<file path="src/rtl/dacbus_pkg.sv">
package dacbus_pkg;

    typedef enum logic [1:0] {
        OP_WRITE = 2'd0,
        OP_READ  = 2'd1,
        OP_LOAD  = 2'd2,
        OP_RESET = 2'd3
    } op_e;

    typedef enum logic [1:0] {
        ST_IDLE  = 2'd0,
        ST_PULSE = 2'd1,
        ST_DONE  = 2'd2
    } st_e;

    function automatic int ns_to_cyc(input int ns, input int clk_ns);
        int c;
        c = (ns + clk_ns - 1) / clk_ns;
        if (c < 1) c = 1;
        return c;
    endfunction

    function automatic int max2(input int a, input int b);
        return (a > b) ? a : b;
    endfunction

endpackage

</file>
<file path="src/rtl/dacbus_lensel.sv">
module dacbus_lensel
    import dacbus_pkg::*;
#(
    parameter int CNT_W   = 5,
    parameter int WR_CYC  = 19,
    parameter int RD_CYC  = 22,
    parameter int LD_CYC  = 22,
    parameter int RST_CYC = 25
) (
    input  op_e              op_i,
    input  logic             single_i,
    output logic [CNT_W-1:0] len_o
);

    localparam int SB_CYC = max2(WR_CYC, LD_CYC);

    always_comb begin
        case (op_i)
            OP_WRITE: len_o = single_i ? CNT_W'(SB_CYC) : CNT_W'(WR_CYC);
            OP_READ:  len_o = CNT_W'(RD_CYC);
            OP_LOAD:  len_o = CNT_W'(LD_CYC);
            default:  len_o = CNT_W'(RST_CYC);
        endcase
    end

endmodule

</file>
<file path="src/rtl/dacbus_timer.sv">
module dacbus_timer #(
    parameter int CNT_W = 5
) (
    input  logic             clk_i,
    input  logic             rst_ni,
    input  logic             start_i,
    input  logic [CNT_W-1:0] len_i,
    output logic             last_o
);

    logic [CNT_W-1:0] cnt_d, cnt_q;

    always_comb begin
        cnt_d = cnt_q;
        if (start_i) begin
            cnt_d = len_i;
        end else if (cnt_q != '0) begin
            cnt_d = cnt_q - 1'b1;
        end
    end

    always_ff @(posedge clk_i or negedge rst_ni) begin
        if (!rst_ni) cnt_q <= '0;
        else         cnt_q <= cnt_d;
    end

    assign last_o = (cnt_q == CNT_W'(1));

    AST_START_WHEN_IDLE: assert property (@(posedge clk_i) disable iff (!rst_ni)
        start_i |-> (cnt_q == '0));

    AST_LEN_NONZERO: assert property (@(posedge clk_i) disable iff (!rst_ni)
        start_i |-> (len_i != '0));

endmodule

</file>
<file path="src/rtl/dacbus_seq.sv">
module dacbus_seq
    import dacbus_pkg::*;
#(
    parameter int CLK_NS  = 8,
    parameter int WR_NS   = 150,
    parameter int RD_NS   = 170,
    parameter int LD_NS   = 170,
    parameter int RST_CYC = 25,
    parameter int CODE_W  = 12,
    parameter int CH_W    = 2
) (
    input  logic              clk_i,
    input  logic              rst_ni,
    input  logic              cmd_valid_i,
    output logic              cmd_ready_o,
    input  logic [1:0]        cmd_op_i,
    input  logic [CH_W-1:0]   cmd_ch_i,
    input  logic [CODE_W-1:0] cmd_code_i,
    input  logic              cmd_single_i,
    output logic              done_o,
    output logic [CODE_W-1:0] rd_data_o,
    output logic              bus_cs_no,
    output logic              bus_rw_o,
    output logic [CH_W-1:0]   bus_addr_o,
    output logic [CODE_W-1:0] bus_data_o,
    output logic              bus_data_oe_o,
    input  logic [CODE_W-1:0] bus_data_i,
    output logic              bus_ld_no,
    output logic              bus_rst_no
);

    localparam int WR_CYC  = ns_to_cyc(WR_NS, CLK_NS);
    localparam int RD_CYC  = ns_to_cyc(RD_NS, CLK_NS);
    localparam int LD_CYC  = ns_to_cyc(LD_NS, CLK_NS);
    localparam int MAX_CYC = max2(max2(WR_CYC, RD_CYC), max2(LD_CYC, RST_CYC));
    localparam int CNT_W   = $clog2(MAX_CYC + 1);

    typedef struct packed {
        st_e               st;
        logic              cs_n;
        logic              ld_n;
        logic              rst_n;
        logic              rw;
        logic              oe;
        logic [CH_W-1:0]   addr;
        logic [CODE_W-1:0] dout;
        logic [CODE_W-1:0] rd;
        logic              done;
    } seq_t;

    localparam seq_t SEQ_RESET = '{
        st:    ST_IDLE,
        cs_n:  1'b1,
        ld_n:  1'b1,
        rst_n: 1'b1,
        rw:    1'b1,
        oe:    1'b0,
        addr:  '0,
        dout:  '0,
        rd:    '0,
        done:  1'b0
    };

    seq_t             s_d, s_q;
    op_e              op;
    logic             accept;
    logic             t_last;
    logic [CNT_W-1:0] t_len;

    assign op          = op_e'(cmd_op_i);
    assign cmd_ready_o = (s_q.st == ST_IDLE);
    assign accept      = cmd_valid_i && cmd_ready_o;

    dacbus_lensel #(
        .CNT_W   (CNT_W),
        .WR_CYC  (WR_CYC),
        .RD_CYC  (RD_CYC),
        .LD_CYC  (LD_CYC),
        .RST_CYC (RST_CYC)
    ) u_lensel (
        .op_i     (op),
        .single_i (cmd_single_i),
        .len_o    (t_len)
    );

    dacbus_timer #(
        .CNT_W (CNT_W)
    ) u_timer (
        .clk_i   (clk_i),
        .rst_ni  (rst_ni),
        .start_i (accept),
        .len_i   (t_len),
        .last_o  (t_last)
    );

    always_comb begin
        s_d      = s_q;
        s_d.done = 1'b0;
        case (s_q.st)
            ST_IDLE: begin
                if (accept) begin
                    s_d.st   = ST_PULSE;
                    s_d.addr = cmd_ch_i;
                    s_d.dout = cmd_code_i;
                    case (op)
                        OP_WRITE: begin
                            s_d.cs_n = 1'b0;
                            s_d.rw   = 1'b0;
                            s_d.oe   = 1'b1;
                            s_d.ld_n = ~cmd_single_i;
                        end
                        OP_READ: begin
                            s_d.cs_n = 1'b0;
                            s_d.rw   = 1'b1;
                            s_d.oe   = 1'b0;
                        end
                        OP_LOAD: begin
                            s_d.ld_n = 1'b0;
                        end
                        default: begin
                            s_d.rst_n = 1'b0;
                        end
                    endcase
                end
            end
            ST_PULSE: begin
                if (t_last) begin
                    if (!s_q.cs_n && s_q.rw) begin
                        s_d.rd = bus_data_i;
                    end
                    s_d.cs_n  = 1'b1;
                    s_d.ld_n  = 1'b1;
                    s_d.rst_n = 1'b1;
                    s_d.done  = 1'b1;
                    s_d.st    = ST_DONE;
                end
            end
            default: begin
                s_d.st = ST_IDLE;
                s_d.rw = 1'b1;
                s_d.oe = 1'b0;
            end
        endcase
    end

    always_ff @(posedge clk_i or negedge rst_ni) begin
        if (!rst_ni) s_q <= SEQ_RESET;
        else         s_q <= s_d;
    end

    assign done_o        = s_q.done;
    assign rd_data_o     = s_q.rd;
    assign bus_cs_no     = s_q.cs_n;
    assign bus_rw_o      = s_q.rw;
    assign bus_addr_o    = s_q.addr;
    assign bus_data_o    = s_q.dout;
    assign bus_data_oe_o = s_q.oe;
    assign bus_ld_no     = s_q.ld_n;
    assign bus_rst_no    = s_q.rst_n;

    AST_ACCEPT_BUSY: assert property (@(posedge clk_i) disable iff (!rst_ni)
        (cmd_valid_i && cmd_ready_o) |=> !cmd_ready_o);

    AST_DONE_SINGLE: assert property (@(posedge clk_i) disable iff (!rst_ni)
        done_o |=> !done_o);

    AST_DONE_BUS_IDLE: assert property (@(posedge clk_i) disable iff (!rst_ni)
        done_o |-> (bus_cs_no && bus_ld_no && bus_rst_no));

    AST_BUS_STABLE: assert property (@(posedge clk_i) disable iff (!rst_ni)
        (!bus_cs_no && !$past(bus_cs_no)) |->
            ($stable(bus_addr_o) && $stable(bus_rw_o) && $stable(bus_data_o)));

    AST_RESET_ALONE: assert property (@(posedge clk_i) disable iff (!rst_ni)
        !bus_rst_no |-> (bus_cs_no && bus_ld_no));

    AST_READ_RELEASED: assert property (@(posedge clk_i) disable iff (!rst_ni)
        (!bus_cs_no && bus_rw_o) |-> !bus_data_oe_o);

    AST_LOAD_NO_READ: assert property (@(posedge clk_i) disable iff (!rst_ni)
        !bus_ld_no |-> (bus_cs_no || !bus_rw_o));

endmodule

</file>
<file path="config.mk">
export PLATFORM = sky130hd
export DESIGN_NAME = dacbus_seq
export DESIGN_NICKNAME = d
export VERILOG_FILES = /design/src/rtl/dacbus_pkg.sv /design/src/rtl/dacbus_lensel.sv /design/src/rtl/dacbus_timer.sv /design/src/rtl/dacbus_seq.sv
export SDC_FILE = /design/constraint.sdc
export NUM_CORES = 1
export LEC_CHECK = 0
export BUFFER_PORTS_ARGS = -buffer_cell sky130_fd_sc_hd__clkbuf_2
export CAP_MARGIN = 20
export CORE_UTILIZATION = 30
export DETAILED_ROUTE_END_ITERATION = 10
export PLACE_DENSITY = 0.64
export SYNTH_ARGS = -nofsm -noshare
export SYNTH_HDL_FRONTEND = slang
export SYNTH_SLANG_ARGS = --single-unit
</file>
<file path="constraint.sdc">
create_clock -name clk_i -period 2.6 [get_ports clk_i]
set_input_delay 0.39 -clock clk_i [delete_from_list [all_inputs] [get_ports clk_i]]
set_output_delay 0.39 -clock clk_i [all_outputs]
set_load 0.01 [all_outputs]
</file>
# ---- Yosys cells after proc, flatten, opt, wreduce, memory -nomap -nowiden
# Index checks and enable logic that the tools add are counted.
dict set report classes {
  add_sub_neg 1
  eq_ne 10
  n_mux 15
  bitwise_logic 2
  reduce_logical 18
}
# op n
set op_table {}
lappend op_table {{$mux W21} 1}
lappend op_table {{$mux W5} 3}
lappend op_table {{$pmux W2 S2} 3}
lappend op_table {{$reduce_and A4 Y1} 3}
lappend op_table {{$pmux W5 S2} 1}
lappend op_table {{$ne A2 B2 Y1 const B} 3}
lappend op_table {{$ne A3 B1 Y1 const B} 2}
lappend op_table {{$pmux W3 S2} 1}
lappend op_table {{$reduce_and A3 Y1} 2}
lappend op_table {{$eq A5 B1 Y1 const B} 1}
lappend op_table {{$reduce_bool A5 Y1} 1}
lappend op_table {{$sub A5 B1 Y5 const B} 1}
lappend op_table {{$eq A2 B1 Y1 const B} 2}
lappend op_table {{$logic_not A2 Y1} 2}
lappend op_table {{$mux W1} 4}
lappend op_table {{$reduce_and A2 Y1} 2}
lappend op_table {{$reduce_bool A2 Y1} 2}
lappend op_table {{$reduce_or A2 Y1} 2}
lappend op_table {{$mux W3} 1}
lappend op_table {{$reduce_or A3 Y1} 1}
lappend op_table {{$eq A2 B2 Y1 const B} 1}
lappend op_table {{$logic_and A1 B1 Y1} 2}
lappend op_table {{$ne A2 B1 Y1 const B} 1}
lappend op_table {{$not A1 Y1} 2}
lappend op_table {{2 further kinds} 2}
dict set report word_totals {
  register_bits 39
  input_bits 32
  output_inout_bits 33
  elab_cells 57
}

# ---- Depth between registers and ports, before layout
# Gate-level depths: netlist of the first run.
dict set report logic_depth {
  depth_word 5
  ltp_mapped 7
  mapped_depth_nobuf 5
}

# ---- Hierarchy
# A second synthesis of the first run with hierarchy kept.
dict set report hier_totals {
  hier_cells 156
  hier_area_um2 1983.2
}
# mod n_inst cells_each area_each_um2 seq_area_each_um2
set by_module_without_submodules {}
lappend by_module_without_submodules {dacbus_seq 1 117 1614.0 855.8}
lappend by_module_without_submodules {dacbus_timer 1 29 302.8 125.1}
lappend by_module_without_submodules {dacbus_lensel 1 10 66.3 0.0}

# ---- Worst setup path before layout of the first run
# No wires, ideal clock.
dict set report synth_timing {
  path_kind {register to register}
  start {register u_timer.cnt_q[1]}
  end {register s_q, in the netlist rd_data_o[0]}
  setup_time_ps 125
  arrival_ps 2109
  required_time_ps 2475
  path_slack_ps 366
  path_stages_with_launch 8
  path_buffers 2
  period_less_slack_ps 2234
  cell_sequence {dfrtp_1 -> inv_1 -> ha_1 -> or4b_1 -> buf_2 -> or4b_4 -> buf_6 -> mux2_4}
}
dict set report synth_between {
  elab_chain_cells 2
}
# element line_no
set synth_rtl {}
lappend synth_rtl {{start, declared} dacbus_timer.sv:11} ;# logic [CNT_W-1:0] cnt_d, cnt_q;
lappend synth_rtl {{start signal, assigned} dacbus_timer.sv:24} ;# else cnt_q <= cnt_d;
lappend synth_rtl {{$eq A5 B1 Y1} dacbus_timer.sv:27} ;# assign last_o = (cnt_q == CNT_W'(1));
lappend synth_rtl {{$reduce_and A3 Y1 (no source line)} --}
lappend synth_rtl {{end signal, assigned} dacbus_seq.sv:147} ;# if (!rst_ni) s_q <= SEQ_RESET;
lappend synth_rtl {{end signal, assigned} dacbus_seq.sv:148} ;# else s_q <= s_d;
lappend synth_rtl {{end, declared} dacbus_seq.sv:64} ;# seq_t s_d, s_q;
# No other way between the ends.
# A chain may end at the register's enable or synchronous reset.

# ---- Worst setup path in the final report of the first run
dict set report layout_timing {
  start {register u_timer.cnt_q[1]}
  end {register s_q, in the netlist rd_data_o[6]}
}
# Same word-level chain as after synthesis.

==> results of run 1 <==
## critical path, cell delays in order, from the launching register on
cell	delay [ps]
dfrtp_1	380
inv_1	90
ha_1	130
or4b_1	540
or4b_4	700
mux2_4	340
## logic make-up (layout without fill, tap and decap cells)
kind of cell	count (synthesis)	count (layout)
buf+inv	37	79
compound gates	19	19
mux	31	31
simple gates	20	20
flops	39	39
xor+xnor	2	2
fa+ha+maj	7	7
## per-stage QoR
stage / cell area [um2] / worst slack [ps] / util (%)
6_report: 2323 / 292.6 / 36.59
5_1_grt: 2323 / 192.3 / 36.59
4_1_cts: 2296 / 281.2 / 36.16
3_5_place_dp: 2178 / 277.1 / 34.31
3_3_place_gp: 2178 / 338.4 / 34.31
2_1_floorplan: 1972 / 366.2 / -
## per-layer routing
| metal | global-route usage (%) | up-vias | routed length (um) |
|---|---|---|---|
| li1 | - | 582 | - |
| met1 | 13.09 | 567 | 1509 |
| met2 | 17.21 | 36 | 1644 |
| met3 | 4.473 | 4 | 182 |
| met4 | 3.292 | 0 | 24 |
| met5 | 0 | - | 0 |
## path summary, 6_finish.rpt
check                      slack [ps]  depth (start not counted)        endpoint
hold / removal                     40                          1   bus_data_o[3]
setup reg to reg                  290                          5    rd_data_o[6]
min in group clk_i                330                          2   bus_addr_o[1]
max in group asynchronous        2010                          2        bus_rw_o
setup / recovery                  290                          5    rd_data_o[6]
hold reg to reg                   510                          1  bus_data_o[11]
## area by class of cell
| cell class | instances | area (um2) | area share (%) |
|---|---|---|---|
| clock inverter | 2 | 35.03 | 1.508 |
| inverter | 4 | 15.01 | 0.6462 |
| multi-input combinational | 79 | 750.7 | 32.31 |
| clock buffer | 6 | 82.58 | 3.554 |
| tap | 77 | 96.34 | 4.146 |
| timing repair buffer | 67 | 362.8 | 15.62 |
| sequential | 39 | 980.9 | 42.22 |
## flip-flops by register name (all words and copies together) (netlist names)
name,cells
bus_data_o,12
rd_data_o,12
u_timer.cnt_q,5
bus_addr_o,2
s_q,2
bus_cs_no,1
bus_data_oe_o,1
bus_ld_no,1
bus_rst_no,1
bus_rw_o,1
done_o,1
## power by group through the flow
stage	logic (uW)	registers (uW)	clock network, uW
after floorplan	949	1080	0
after detailed placement	1020	1130	0
after global placement	1000	1110	0
after global routing	1100	1160	570
after CTS	1020	1120	543
final	1000	1110	520
## cell usage after synthesis (2+ instances only)
cell      number
a211oi_1       2
a21oi_1        6
buf_4         26
clkbuf_1       5
dfrtp_1       35
dfstp_2        4
ha_1           7
inv_1          4
mux2_2        17
mux2_4        10
mux2i_1        4
nand2b_1       3
nor2_1         6
nor3b_1        3
o21a_1         3
o22a_1         3
xnor2_1        2
==> impl_metrics.py, run 1 <==
metrics = {
    "drt": {
        "vias_per_cell": 4.339,
        "wirelength_um": 3360,
        "ant_nets": 0,
        "first_iter_violations": 28,
        "drtPass1Iterations": 6,
        "wire_per_inst_um": 12.26,
        "post-route-drc-count": 0,
        "vias": 1189,
    },
    "global_route": {
        "grt_start_max_net_pins": 40,
        "grt_use_total_pct": 10.73,
        "antenna_found_initial": 0,
        "grt_pass1_vias": 1250,
        "grt_overflow": 0,
        "grt_pass1_wl_um": 5802,
    },
    "synthesis": {
        "yosys.area_share.adder_pct": 4.442,
        "synth-simple-area-share_pct": 6.536,
        "synth_seq_area_share_pct": 49.75,
        "syn-cell-area_um2": 1972,
        "syn_nets": 194,
        "synthArstFlopShare_pct": 100.0,
        "synth_cell_types": 32,
        "synth_mux_area_share_pct": 19.35,
        "synth-seq-cells": 39,
        "synth_xor_area_share_pct": 0.8883,
        "synth_edf_count": 0,
        "yosys.area.top_type": "dfrtp_1",
        "syn_inst": 155,
        "synth_top_family_by_area": "multiplexers",
        "synth.avg_cell_area_um2": 12.72,
        "ys.warnings.count": 0,
        "synth-main-ff-cell": "dfrtp_1",
        "ys_top_cells_by_area": "dfrtp_1, buf_4, mux2_2, mux2_4, dfstp_2",
        "synth_top_area_share_pct": 44.42,
        "synth-compound-area-share_pct": 6.599,
    },
    "pwr": {
        "powerDensity_nw_per_um2": 1134,
        "p_seq_share_pct": 42.2,
        "internal_power_uw": 1806,
        "switchingPower_uw": 827.8,
        "p_sw_share_pct": 31.43,
        "peakVddDrop_uv": 456.6,
        "p_clk_share_pct": 19.7,
        "combPwrFrac_pct": 38.1,
        "total_power_uw": 2634,
        "p_leak_uw": 0.001154,
    },
    "floorplanning": {
        "die_h_um": 83.08,
        "ios": 65,
        "dieArea_um2": 6901,
        "row_count": 29,
        "die_w_um": 83.08,
        "core_area_um2": 6350,
        "start_util_pct": 31.05,
    },
    "cts": {
        "clock_path_buffers": 2,
        "cts_max_level": 2,
        "cts_root_buf": "clkbuf_8",
        "cts_hold_buf": 0,
        "clk_latency_ps": 290,
        "cts_num_sinks": 39,
        "clk_pin_slew_ps": 80,
        "cts_buffers": 5,
        "cts_tree": "yes",
        "postCtsSetupBuffers": 0,
        "cts_resized": 0,
    },
    "sta": {
        "worst_pin_slew_ps": 487.4,
        "finalClockSkew_ps": 6.723,
        "min_period_over_period_pct": 88.75,
        "hold_viol": 0,
        "finalSetupViolations": 0,
        "slew_violations": 0,
        "holdWs_ps": 37.20,
        "rsz0062_at_grt": "no",
        "relSlewSlack_pct": 67.36,
        "max_freq_mhz": 433.4,
        "period_needed_ps": 2307,
        "tns_ps": 0,
    },
    "place": {
        "port_buffers": 64,
        "dp.cells": 265,
        "hpwl_um": 2452,
        "routabilityCongestion": 0.7264,
    },
    "run": {
        "cap_viol_max_count": 0,
    },
    "final_layout": {
        "final.fill_count": 631,
        "area_growth_syn_to_layout_pct": 17.83,
        "final_common_cell": "clkbuf_2",
        "antenna_cells": 0,
        "final_cell_mix": "clkbuf_2, dfrtp_1, mux2_2",
        "drive_gt1_share_pct": 55.84,
        "stdcell_count": 274,
        "nets": 235,
    },
    "setup_path": {
        "end_kind": "flip-flop",
        "cp_max_fo": 12,
        "path_class": "flip-flop to flip-flop",
        "critPathLaunch": "u_timer.cnt_q[1]",
        "start_kind": "flip-flop",
        "worstPathRequired_ps": 2780,
        "worstPathArrival_ps": 2480,
        "reg2reg_from": "u_timer.cnt_q[1]",
    },
    "worst_hold_path": {
        "hp-class": "input port to async pin",
    },
    "outcome": {
        "status": "completed",
    },
}
No activity file was read; power rests on OpenSTA's default activity.
==> run 2, diff against run 1 <==
clock period = 2.9 ns   (was 2.6 ns; I/O delays follow)
==> impl_metrics.py, run 2 (synthesis gave the netlist of run 1 again) <==
metrics = {
    "pwr": {
        "powerDensity_nw_per_um2": 997.0,
        "peakVddDrop_uv": 342.4,
        "p_leak_uw": 0.001128,
    },
    "setup_path": {
        "crit_buf_inv": 1,
        "reg2reg_from": "u_timer.cnt_q[1]",
        "timing.rr.end": "rd_data_o[0]",
        "path_class": "flip-flop to flip-flop",
        "cp_top_family": "simple AND/OR/NAND/NOR gates",
        "cp_max_fo": 12,
        "end_kind": "flip-flop",
        "r2r_slack_ps": 570,
        "crit_path_end": "rd_data_o[0]",
        "path_cells": "inv_1, ha_1, or4b_1, or4b_4, mux2_4",
        "crit_slowest_cell": "or4b_4",
        "path_depth": 5,
        "worstPathArrival_ps": 2500,
        "critPathLaunch": "u_timer.cnt_q[1]",
        "cpPeakStageDelay_ps": 700,
        "reg2reg_depth": 5,
        "start_kind": "flip-flop",
        "worstPathRequired_ps": 3070,
    },
    "global_route": {
        "grt_pass1_vias": 1256,
        "antenna_found_initial": 0,
        "grt_use_total_pct": 10.37,
        "grt_overflow": 0,
        "grt_start_max_net_pins": 40,
        "grt_pass1_wl_um": 5664,
    },
    "place": {
        "dp.cells": 265,
        "hpwl_um": 2411,
        "post-place-ws_ps": 565.2,
        "routabilityCongestion": 0.7250,
        "port_buffers": 64,
    },
    "cts": {
        "cts_resized": 0,
        "clk_latency_ps": 280,
        "postCtsSetupBuffers": 0,
        "cts_max_level": 2,
        "cts_buffers": 5,
        "cts_num_sinks": 39,
        "clock_path_buffers": 2,
        "cts_hold_buf": 0,
        "cts_tree": "yes",
        "cts_root_buf": "clkbuf_8",
        "clk_pin_slew_ps": 80,
    },
    "floorplanning": {
        "start_util_pct": 31.05,
        "die_h_um": 83.08,
        "dieArea_um2": 6901,
        "row_count": 29,
        "core_area_um2": 6350,
        "die_w_um": 83.08,
        "ios": 65,
    },
    "sta": {
        "rsz0062_at_grt": "no",
        "finalSetupViolations": 0,
        "tns_ps": 0,
        "slew_violations": 0,
        "holdWs_ps": 284.7,
        "period_needed_ps": 2332,
        "finalClockSkew_ps": 5.665,
        "min_period_over_period_pct": 80.41,
        "worst_pin_slew_ps": 950.7,
        "relSlewSlack_pct": 36.62,
        "hold_viol": 0,
        "postLayoutSetupSlackWorst_ps": 568.1,
        "max_freq_mhz": 428.8,
    },
    "drt": {
        "ant_nets": 0,
        "wirelength_um": 3289,
        "vias": 1212,
        "post-route-drc-count": 0,
        "wire_per_inst_um": 12.05,
        "drtPass1Iterations": 6,
        "vias_per_cell": 4.440,
        "first_iter_violations": 24,
    },
    "final_layout": {
        "stdcell_count": 273,
        "nets": 234,
        "antenna_cells": 0,
        "area_growth_syn_to_layout_pct": 15.10,
        "drive_gt1_share_pct": 55.10,
        "final_cell_mix": "clkbuf_2, dfrtp_1, mux2_2",
        "final_common_cell": "clkbuf_2",
        "fin_util_pct": 35.74,
    },
    "run": {
        "cap_viol_max_count": 0,
    },
    "outcome": {
        "status": "completed",
    },
    "worst_hold_path": {
        "hp-class": "input port to async pin",
    },
}
## run 2: changes by cell type in the layout (fill, tap and decap cells not counted), sizes merged
cell | previous run | this run
buf | 3 | 2
clkbuf | 70 | 71
bufinv | 1 | 0
## run 2: where the power goes
part | switching [uW] | internal [uW]
Combinational | 383 | 509
Sequential | 168 | 829
Clock | 182 | 192
## run 2: worst register-to-register path, cell delays in order (launching register included)
cell and delay [ps]:
dfrtp_1 380, inv_1 100, ha_1 150, or4b_1 550, or4b_4 700, mux2_4 350
## run 2: how the worst min path moves through the flow
stage / start / endpoint / cells past startpoint
2_1_floorplan: rst_ni / bus_addr_o[0] / 0
3_3_place_gp: bus_data_o[4] / bus_data_o[4] / 1
3_5_place_dp: bus_data_o[4] / bus_data_o[4] / 1
4_1_cts: rst_ni / bus_data_o[2] / 1
5_1_grt: rst_ni / bus_data_o[2] / 1
6_report: rst_ni / bus_data_o[2] / 1
## run 2: per-layer routing
layer  GRT usage, %  part of all wire [%]
met3          3.479                   4.9
met1          12.86                    45
met5              0                     0
met2          16.77                    49
met4          3.762                   1.2
## run 2: through the flow
step / total power, uW / cell area (um2)
floorplan: 1821 / 1972
global placement: 1894 / 2178
detailed placement: 1918 / 2178
CTS: 2306 / 2270
global route: 2434 / 2270
finish: 2263 / 2270
## run 2: cell type report
type | count | area [um2]
timing repair buffer | 66 | 335.3
clock buffer | 7 | 86.33
fill | 636 | 4080
tap | 77 | 96.34
clock inverter | 1 | 5.005
multi-input combinational | 79 | 750.7
sequential | 39 | 980.9
inverter | 4 | 15.01
